[config.mk]
export PLATFORM = sky130hd
export DESIGN_NAME = mdio_mgmt_master
export DESIGN_NICKNAME = d
export VERILOG_FILES = /design/src/rtl/mdm_pkg.sv /design/src/rtl/mdm_clkdiv.sv /design/src/rtl/mdm_shifter.sv /design/src/rtl/mdio_mgmt_master.sv
export SDC_FILE = /design/constraint.sdc
export NUM_CORES = 1
export LEC_CHECK = 0
export CAP_MARGIN = 20
export CORE_MARGIN = 2
export CORE_UTILIZATION = 57
export CTS_CLUSTER_SIZE = 25
export DETAILED_ROUTE_END_ITERATION = 10
export DONT_BUFFER_PORTS = 1
export GPL_TIMING_DRIVEN = 1
export PLACE_DENSITY = 0.81
export SKIP_CTS_REPAIR_TIMING = 1
export SLEW_MARGIN = 30
export SYNTH_ARGS = -nofsm -noshare
export SYNTH_HDL_FRONTEND = slang
export SYNTH_HIERARCHICAL = 1
export SYNTH_SLANG_ARGS = --single-unit
export TNS_END_PERCENT = 50
[constraint.sdc]
create_clock -name clk -period 2.6 [get_ports clk]
set_clock_uncertainty 0.1 [all_clocks]
set_input_delay 0.52 -clock clk [delete_from_list [all_inputs] [get_ports clk]]
set_output_delay 0.52 -clock clk [all_outputs]
set_load 0.02 [all_outputs]
[src/rtl/mdm_pkg.sv]
package mdm_pkg;

    localparam int unsigned BUS_AW   = 5;
    localparam int unsigned BUS_DW   = 32;
    localparam int unsigned PHY_AW   = 5;
    localparam int unsigned PREG_AW  = 5;
    localparam int unsigned MGMT_DW  = 16;
    localparam int unsigned ERR_W    = 2;
    // frame body after the preamble: start, op, phy, reg, turnaround, data
    localparam int unsigned BODY_W   = 2 + 2 + PHY_AW + PREG_AW + 2 + MGMT_DW;

    localparam logic [BUS_AW-1:0] OFS_STATUS = 5'h00;
    localparam logic [BUS_AW-1:0] OFS_CMD    = 5'h08;
    localparam logic [BUS_AW-1:0] OFS_DATA   = 5'h0C;
    localparam logic [BUS_AW-1:0] OFS_CFG    = 5'h10;

    localparam int unsigned CMD_VLD_BIT = 31;
    localparam int unsigned CMD_RD_BIT  = 2;
    localparam int unsigned CMD_WR_BIT  = 1;
    localparam int unsigned ST_PEND_BIT = 2;
    localparam int unsigned ST_BUSY_BIT = 3;

    typedef struct packed {
        logic               is_read;
        logic [PHY_AW-1:0]  phy;
        logic [PREG_AW-1:0] regad;
        logic [MGMT_DW-1:0] wdata;
    } mdm_cmd_t;

    typedef struct packed {
        logic [ERR_W-1:0]   err;
        logic [MGMT_DW-1:0] rdval;
    } mdm_result_t;

    typedef enum logic [1:0] {
        ENG_IDLE,
        ENG_ARM,
        ENG_SHIFT
    } eng_state_e;

    function automatic mdm_cmd_t unpack_cmd(input logic [BUS_DW-1:0] w);
        mdm_cmd_t c;
        c.is_read = w[CMD_RD_BIT];
        c.phy     = w[29:25];
        c.regad   = w[24:20];
        c.wdata   = w[19:4];
        return c;
    endfunction

    function automatic logic [BUS_DW-1:0] pack_cmd(input mdm_cmd_t c, input logic vld);
        logic [BUS_DW-1:0] w;
        w              = '0;
        w[CMD_VLD_BIT] = vld;
        w[29:25]       = c.phy;
        w[24:20]       = c.regad;
        w[19:4]        = c.wdata;
        w[CMD_RD_BIT]  = c.is_read;
        w[CMD_WR_BIT]  = ~c.is_read;
        return w;
    endfunction

    function automatic logic [BODY_W-1:0] frame_body(input mdm_cmd_t c);
        return {2'b01,
                c.is_read ? 2'b10 : 2'b01,
                c.phy,
                c.regad,
                c.is_read ? 2'b11 : 2'b10,
                c.is_read ? {MGMT_DW{1'b1}} : c.wdata};
    endfunction

endpackage

[src/rtl/mdm_clkdiv.sv]
module mdm_clkdiv #(
    parameter int unsigned PRESC_W = 8
) (
    input  logic               clk,
    input  logic               rst,
    input  logic [PRESC_W-1:0] presc,
    output logic               mdc,
    output logic               rise_stb,
    output logic               fall_stb
);
    logic [PRESC_W-1:0] cnt_q;
    logic               mdc_q;
    logic               tick;

    // a shrunken prescaler must not strand the counter above it
    assign tick = (cnt_q >= presc);

    always_ff @(posedge clk) begin
        if (rst) begin
            cnt_q <= '0;
            mdc_q <= 1'b0;
        end else if (tick) begin
            cnt_q <= '0;
            mdc_q <= ~mdc_q;
        end else begin
            cnt_q <= cnt_q + 1'b1;
        end
    end

    assign mdc      = mdc_q;
    assign rise_stb = tick & ~mdc_q;
    assign fall_stb = tick & mdc_q;

endmodule

[src/rtl/mdm_shifter.sv]
module mdm_shifter
    import mdm_pkg::*;
#(
    parameter int unsigned PRE_LEN = 32
) (
    input  logic        clk,
    input  logic        rst,
    input  logic        start,
    input  mdm_cmd_t    cmd,
    input  logic        rise_stb,
    input  logic        fall_stb,
    input  logic        mdio_i,
    output logic        busy,
    output logic        rd_done,
    output mdm_result_t result,
    output logic        mdio_o,
    output logic        mdio_oe
);
    localparam int unsigned FRAME_W = PRE_LEN + BODY_W;
    localparam int unsigned IDX_W   = $clog2(FRAME_W);
    localparam int unsigned TA_IDX  = PRE_LEN + 2 + 2 + PHY_AW + PREG_AW;
    localparam logic [IDX_W-1:0] TA1_I   = IDX_W'(TA_IDX);
    localparam logic [IDX_W-1:0] TA2_I   = IDX_W'(TA_IDX + 1);
    localparam logic [IDX_W-1:0] DATA_I  = IDX_W'(TA_IDX + 2);
    localparam logic [IDX_W-1:0] PRE_TA  = IDX_W'(TA_IDX - 1);
    localparam logic [IDX_W-1:0] LAST_I  = IDX_W'(FRAME_W - 1);

    eng_state_e          st_q;
    logic [FRAME_W-1:0]  sh_q;
    logic [IDX_W-1:0]    idx_q;
    logic                rd_q;
    logic [MGMT_DW-1:0]  cap_q;
    logic [ERR_W-1:0]    err_q;
    logic                o_q;
    logic                oe_q;
    logic                done_q;

    always_ff @(posedge clk) begin
        if (rst) begin
            st_q   <= ENG_IDLE;
            sh_q   <= '0;
            idx_q  <= '0;
            rd_q   <= 1'b0;
            cap_q  <= '0;
            err_q  <= '0;
            o_q    <= 1'b1;
            oe_q   <= 1'b0;
            done_q <= 1'b0;
        end else begin
            done_q <= 1'b0;
            case (st_q)
                ENG_IDLE: begin
                    if (start) begin
                        sh_q  <= {{PRE_LEN{1'b1}}, frame_body(cmd)};
                        rd_q  <= cmd.is_read;
                        idx_q <= '0;
                        err_q <= '0;
                        cap_q <= '0;
                        st_q  <= ENG_ARM;
                    end
                end
                ENG_ARM: begin
                    if (fall_stb) begin
                        o_q  <= sh_q[FRAME_W-1];
                        oe_q <= 1'b1;
                        sh_q <= {sh_q[FRAME_W-2:0], 1'b0};
                        st_q <= ENG_SHIFT;
                    end
                end
                ENG_SHIFT: begin
                    if (rise_stb && rd_q) begin
                        if (idx_q == TA1_I) err_q[1] <= ~mdio_i;
                        if (idx_q == TA2_I) err_q[0] <= mdio_i;
                        if (idx_q >= DATA_I) cap_q <= {cap_q[MGMT_DW-2:0], mdio_i};
                    end
                    if (fall_stb) begin
                        if (idx_q == LAST_I) begin
                            st_q   <= ENG_IDLE;
                            o_q    <= 1'b1;
                            oe_q   <= 1'b0;
                            done_q <= rd_q;
                        end else begin
                            idx_q <= idx_q + 1'b1;
                            o_q   <= sh_q[FRAME_W-1];
                            sh_q  <= {sh_q[FRAME_W-2:0], 1'b0};
                            oe_q  <= ~(rd_q && (idx_q >= PRE_TA));
                        end
                    end
                end
                default: st_q <= ENG_IDLE;
            endcase
        end
    end

    assign busy    = (st_q != ENG_IDLE);
    assign rd_done = done_q;
    assign result  = '{err: err_q, rdval: cap_q};
    assign mdio_o  = o_q;
    assign mdio_oe = oe_q;

endmodule

[src/rtl/mdio_mgmt_master.sv]
module mdio_mgmt_master
    import mdm_pkg::*;
#(
    parameter int unsigned          PRESC_W     = 8,
    parameter logic [PRESC_W-1:0]   PRESC_RESET = 8'd4,
    parameter int unsigned          PRE_LEN     = 32
) (
    input  logic              clk,
    input  logic              rst,
    input  logic              bus_valid,
    input  logic              bus_write,
    input  logic [BUS_AW-1:0] bus_addr,
    input  logic [BUS_DW-1:0] bus_wdata,
    output logic [BUS_DW-1:0] bus_rdata,
    output logic              mdc_o,
    output logic              mdio_o,
    output logic              mdio_oe,
    input  logic              mdio_i
);
    logic               pend_q;
    mdm_cmd_t           hold_q;
    logic [PRESC_W-1:0] presc_q;
    mdm_result_t        data_q;

    logic               wr_cmd;
    logic               wr_cfg;
    logic               cmd_ok;
    mdm_cmd_t           in_cmd;
    logic               start;
    logic               eng_busy;
    logic               eng_rd_done;
    mdm_result_t        eng_result;
    logic               rise_stb;
    logic               fall_stb;

    assign wr_cmd = bus_valid && bus_write && (bus_addr == OFS_CMD);
    assign wr_cfg = bus_valid && bus_write && (bus_addr == OFS_CFG);
    assign cmd_ok = bus_wdata[CMD_VLD_BIT] && (bus_wdata[CMD_RD_BIT] || bus_wdata[CMD_WR_BIT]);
    assign in_cmd = unpack_cmd(bus_wdata);
    assign start  = pend_q && !eng_busy;

    always_ff @(posedge clk) begin
        if (rst) begin
            pend_q  <= 1'b0;
            hold_q  <= '0;
            presc_q <= PRESC_RESET;
            data_q  <= '0;
        end else begin
            if (start) begin
                pend_q <= 1'b0;
            end
            if (wr_cmd && cmd_ok && !pend_q) begin
                pend_q <= 1'b1;
                hold_q <= in_cmd;
            end
            if (wr_cfg && (bus_wdata[PRESC_W-1:0] != '0)) begin
                presc_q <= bus_wdata[PRESC_W-1:0];
            end
            if (eng_rd_done) begin
                data_q <= eng_result;
            end
        end
    end

    always_comb begin
        bus_rdata = '0;
        case (bus_addr)
            OFS_STATUS: begin
                bus_rdata[ST_PEND_BIT] = pend_q;
                bus_rdata[ST_BUSY_BIT] = pend_q | eng_busy;
            end
            OFS_CMD:  bus_rdata = pack_cmd(hold_q, pend_q);
            OFS_DATA: bus_rdata[ERR_W+MGMT_DW-1:0] = data_q;
            OFS_CFG:  bus_rdata[PRESC_W-1:0] = presc_q;
            default:  bus_rdata = '0;
        endcase
    end

    mdm_clkdiv #(
        .PRESC_W (PRESC_W)
    ) u_div (
        .clk      (clk),
        .rst      (rst),
        .presc    (presc_q),
        .mdc      (mdc_o),
        .rise_stb (rise_stb),
        .fall_stb (fall_stb)
    );

    mdm_shifter #(
        .PRE_LEN (PRE_LEN)
    ) u_eng (
        .clk      (clk),
        .rst      (rst),
        .start    (start),
        .cmd      (hold_q),
        .rise_stb (rise_stb),
        .fall_stb (fall_stb),
        .mdio_i   (mdio_i),
        .busy     (eng_busy),
        .rd_done  (eng_rd_done),
        .result   (eng_result),
        .mdio_o   (mdio_o),
        .mdio_oe  (mdio_oe)
    );

endmodule

==> results of run 1 <==
==> per-stage QoR <==
stage / util, % / setup WS (ns) / TNS, ns
2_1_floorplan: - / 0.00267 / 0
3_3_place_gp: 60.4 / -0.0112 / -0.184
3_5_place_dp: 60.4 / -0.110 / -3.13
4_1_cts: 64.9 / -0.185 / -5.81
5_1_grt: 69.5 / -0.163 / -5.42
6_report: 69.5 / -0.0659 / -0.557
==> logic make-up after synthesis <==
family,synth area share (%)
AND/OR/NAND/NOR,19.8
AO/OA/AOI/OAI,19.6
flip-flops,41.5
buffers and inverters,6.68
multiplexers,8.86
adder cells (fa/ha/maj),2.81
XOR/XNOR,0.694
other,0.0495
==> flip-flops by register name, indices dropped and copies added (netlist names) <==
register,cells
u_eng/sh_q,64
hold_q,27
data_q,18
u_eng/cap_q,16
presc_q,8
u_div/cnt_q,8
u_eng/idx_q,6
u_eng/err_q,2
u_eng/st_q,2
pend_q,1
u_div/mdc,1
u_eng/mdio_o,1
u_eng/mdio_oe,1
u_eng/rd_done,1
u_eng/rd_q,1
==> routing by layer <==
layer / track usage [%] / share of wire [%] / routed length [µm]
met1: 31.9 / 41 / 8430
met2: 40.4 / 49 / 10100
met3: 5.89 / 6.2 / 1260
met4: 11.5 / 3.4 / 694
met5: 0 / 0 / 0
==> cell type report <==
type	count	area, µm²
Multi-Input combinational cell	560	4300
Fill cell	866	3990
Sequential cell	157	3150
Timing Repair Buffer	64	664
Clock buffer	25	505
Tap cell	176	220
Inverter	49	184
Clock inverter	6	82.6
==> placed cells by master, fill, tap and decap left out, types with 4 or more instances in the layout <==
cell	n
sky130_fd_sc_hd__or4_4	5
sky130_fd_sc_hd__buf_4	47
sky130_fd_sc_hd__a311oi_2	32
sky130_fd_sc_hd__buf_6	5
sky130_fd_sc_hd__nand3_1	25
sky130_fd_sc_hd__nor3_1	10
sky130_fd_sc_hd__nor2_1	28
sky130_fd_sc_hd__nand2b_1	83
sky130_fd_sc_hd__nand2_1	34
sky130_fd_sc_hd__clkbuf_16	21
sky130_fd_sc_hd__xnor2_1	4
sky130_fd_sc_hd__a311oi_1	5
sky130_fd_sc_hd__and3_1	18
sky130_fd_sc_hd__nor2b_1	5
sky130_fd_sc_hd__o21ai_0	10
sky130_fd_sc_hd__o21ai_1	11
sky130_fd_sc_hd__mux2i_1	67
sky130_fd_sc_hd__o22ai_1	15
sky130_fd_sc_hd__a221o_1	6
sky130_fd_sc_hd__a22o_1	11
sky130_fd_sc_hd__a211oi_1	7
sky130_fd_sc_hd__nand4_1	7
sky130_fd_sc_hd__clkbuf_8	5
sky130_fd_sc_hd__ha_1	13
sky130_fd_sc_hd__dfxtp_2	4
sky130_fd_sc_hd__or4_1	13
sky130_fd_sc_hd__buf_12	7
sky130_fd_sc_hd__a211oi_2	5
sky130_fd_sc_hd__inv_1	46
sky130_fd_sc_hd__dfxtp_1	153
sky130_fd_sc_hd__a21oi_1	75
==> power groups by stage <==
stage                     Clock, mW  Combinational [mW]  Sequential [mW]
final                          2.47               0.181             2.43
after detailed placement          0               0.158             2.48
after global routing           2.59               0.195             2.43
after CTS                      2.48               0.159             2.43
after floorplan                   0               0.145             2.48
after global placement            0               0.151             2.48
==> critical path, stage by stage (launching register included) <==
cell and delay, ns:
sky130_fd_sc_hd__dfxtp_2 0.34, sky130_fd_sc_hd__inv_2 0.05, sky130_fd_sc_hd__ha_4 0.22, sky130_fd_sc_hd__nand2b_4 0.14, sky130_fd_sc_hd__a2111oi_4 0.39, sky130_fd_sc_hd__o31ai_4 0.12
sky130_fd_sc_hd__and2_4 0.20, sky130_fd_sc_hd__nor2b_4 0.18, sky130_fd_sc_hd__a31o_4 0.16, sky130_fd_sc_hd__nor2_4 0.05, sky130_fd_sc_hd__buf_12 0.16, sky130_fd_sc_hd__clkbuf_16 0.17
sky130_fd_sc_hd__a311oi_1 0.28
==> final timing paths <==
| path | slack (ns) | start | endpoint | cells past startpoint |
|---|---|---|---|---|
| hold reg to reg | 0.37 | u_eng/sh_q[8] | u_eng/sh_q[8] | 2 |
| setup reg to reg | -0.07 | u_div/cnt_q[0] | u_eng/sh_q[42] | 12 |
| setup / recovery | -0.07 | u_div/cnt_q[0] | u_eng/sh_q[42] | 12 |
| hold / removal | 0.1 | rst | u_eng/sh_q[0] | 1 |
==> results_tabular.tex, run 1 <==
\begin{tabular}{lr}
\hline
Metric & Value \\
\hline
\multicolumn{2}{l}{\textbf{Yosys}} \\
\quad Total of warnings raised by yosys & 6 \\
\quad Synth Net Count & 893 \\
\quad Sequential-to-total area share from yosys stat & 41.5\% \\
\quad Top cells by count, synth & sky130\_fd\_sc\_hd\_\_dfxtp\_1 (157), sky130\_fd\_sc\_hd\_\_nand2b\_1 (84), sky130\_fd\_sc\_hd\_\_a21oi\_1 (78), sky130\_fd\_sc\_hd\_\_mux2i\_1 (67), sky130\_fd\_sc\_hd\_\_inv\_1 (48) \\
\quad Proportion of netlist area held by the largest area contributor & 41.5\% \\
\quad Main area contributors after synthesis & sky130\_fd\_sc\_hd\_\_dfxtp\_1 (42\%), sky130\_fd\_sc\_hd\_\_mux2i\_1 (8.9\%), sky130\_fd\_sc\_hd\_\_nand2b\_1 (6.9\%) \\
\quad Area leader, netlist & sky130\_fd\_sc\_hd\_\_dfxtp\_1 \\
\quad Most instantiated flip-flop cell in the synthesis netlist & sky130\_fd\_sc\_hd\_\_dfxtp\_1 \\
\quad Post-synth EDFFs & 0 \\
\quad Post-Synthesis Cell Area & 7570 µm² \\
\quad Most frequent cell after synthesis & sky130\_fd\_sc\_hd\_\_dfxtp\_1 \\
\quad Cells after Synth & 834 \\
\quad Mean instance size in the synthesized netlist & 9.07 µm² \\
\quad Register bit count reported by yosys & 157 \\
\quad Post-synth cell types & 71 \\
\quad Async S/R FF share, synth & 0\% \\
\multicolumn{2}{l}{\textbf{Timing}} \\
\quad Max-slew violation count & 0 \\
\quad Worst hold slack after final layout & 0.0974 ns \\
\quad RSZ-0062 raised after global routing & true \\
\quad Crit share post-route & 103\% \\
\quad Achievable frequency & 0.375 GHz \\
\quad Hold Violations, Final & 0 \\
\quad Headroom to the max-slew limit & 39.6\% \\
\quad Final critical delay including setup and external delays & 2.67 ns \\
\quad Smallest setup slack after layout & -0.0659 ns \\
\quad Finish-stage setup viols & 23 \\
\quad Slew at the pin closest to its max-slew limit & 0.880 ns \\
\multicolumn{2}{l}{\textbf{Routing}} \\
\quad Avg Vias per Cell & 6.33 \\
\quad Total via count in the routed design & 6,569 \\
\quad Routed wire length per instance & 19.7 µm \\
\quad Final Routed Wirelength & 20.5 mm \\
\quad Initial DRT Pass Iterations & 5 \\
\quad DRT antenna net count & 0 \\
\quad DRC viols & 0 \\
\quad Iteration-0 DRC Markers & 815 \\
\multicolumn{2}{l}{\textbf{Critical path}} \\
\quad Crit path capture type & register \\
\quad Critical Path AT & 2.89 ns \\
\quad Critical path launch point type & register \\
\quad Required time of the critical path & 2.82 ns \\
\quad Type of the setup path with the least slack & reg2reg \\
\quad Highest fanout seen on the critical path & 8 \\
\multicolumn{2}{l}{\textbf{Power and ir drop}} \\
\quad Switching Share & 20.3\% \\
\quad P per Cell Area & 558 nW/µm² \\
\quad Highest ir drop seen on vdd & 0.480 mV \\
\quad Switching pwr & 1.03 mW \\
\quad Clock network fraction of design power & 48.6\% \\
\quad Internal Pwr Total & 4.05 mW \\
\quad Overall Power & 5.08 mW \\
\quad Combinational share of power & 3.6\% \\
\quad LEAKAGE & 3.05 nW \\
\quad Sequential share of power & 47.8\% \\
\multicolumn{2}{l}{\textbf{GRT}} \\
\quad Total routing resource utilization after global routing & 25.1\% \\
\quad Via count of the first global-routing pass & 5,877 \\
\quad Largest net degree at the start of global routing & 205 \\
\quad Number of antenna violations at the first check in global routing & 0 \\
\quad GR Overflow Total & 0 \\
\quad Wire length of the first global-routing pass & 29.0 mm \\
\multicolumn{2}{l}{\textbf{Clocking}} \\
\quad CTS tree & built \\
\quad CTS clk-pin slew, worst paths & 0.06 ns \\
\quad Source-to-sink clock delay at the later pin of the worst-skew pair & 0.43 ns \\
\quad Clock buffer count from CTS & 17 \\
\quad Max clock buf depth & 2 \\
\quad Maximum level of the CTS H-tree & 4 \\
\quad CTS root buffer & sky130\_fd\_sc\_hd\_\_clkbuf\_16 \\
\quad Number of sinks handled by clock tree synthesis & 157 \\
\multicolumn{2}{l}{\textbf{Placement}} \\
\quad Routability cong. & 0.835 \\
\quad Post-DP HPWL & 11.6 mm \\
\quad Cell area reported after detailed placement & 7900 µm² \\
\quad Number of cells in the design after placement & 984 \\
\quad Quantity of I/O buffers inserted on ports & 0 \\
\multicolumn{2}{l}{\textbf{Run status}} \\
\quad Violated checks & setup timing \\
\quad Result of the run & complete, but fails checks \\
\multicolumn{2}{l}{\textbf{Layout}} \\
\quad Post-synthesis to final-layout area growth & 20.2\% \\
\quad Final Cell Area & 9100 µm² \\
\quad Antenna diode instance count & 0 \\
\quad Number of nets at the end of the flow & 908 \\
\quad Share of post-route cells with drive strength above 1 & 20.2\% \\
\quad Post-Layout Cell Count & 1,037 \\
\multicolumn{2}{l}{\textbf{Floorplan}} \\
\quad Die Footprint & 14,200 µm² \\
\quad Die Y & 119 µm \\
\quad Starting utilization of the core area & 57.8\% \\
\quad Core area & 13,100 µm² \\
\quad I/O pins & 77 \\
\quad Cell row count & 42 \\
\quad X dimension of the die & 119 µm \\
\multicolumn{2}{l}{\textbf{Run}} \\
\quad Maximum Capacitance Violations & 0 \\
\multicolumn{2}{l}{\textbf{Hold path}} \\
\quad Type of the worst min-delay path & in2reg \\
\hline
\end{tabular}
Note: power is estimated with default switching activity, not from simulation.
==> run 2: changes to the inputs <==
--- a/config.mk
+++ b/config.mk
@@ -14,7 +14,6 @@
 export GPL_TIMING_DRIVEN = 1
 export PLACE_DENSITY = 0.81
 export SKIP_CTS_REPAIR_TIMING = 1
-export SLEW_MARGIN = 30
 export SYNTH_ARGS = -nofsm -noshare
 export SYNTH_HDL_FRONTEND = slang
 export SYNTH_HIERARCHICAL = 1
==> results of run 2 <==
Final layout, timing and power as in run 1 (identical DEF).
==> run 3: changes to the inputs <==
--- a/config.mk
+++ b/config.mk
@@ -14,6 +14,7 @@
 export GPL_TIMING_DRIVEN = 1
 export PLACE_DENSITY = 0.81
 export SKIP_CTS_REPAIR_TIMING = 1
+export SLEW_MARGIN = 20
 export SYNTH_ARGS = -nofsm -noshare
 export SYNTH_HDL_FRONTEND = slang
 export SYNTH_HIERARCHICAL = 1
==> results of run 3 <==
Final layout, timing and power as in run 1 (identical DEF).
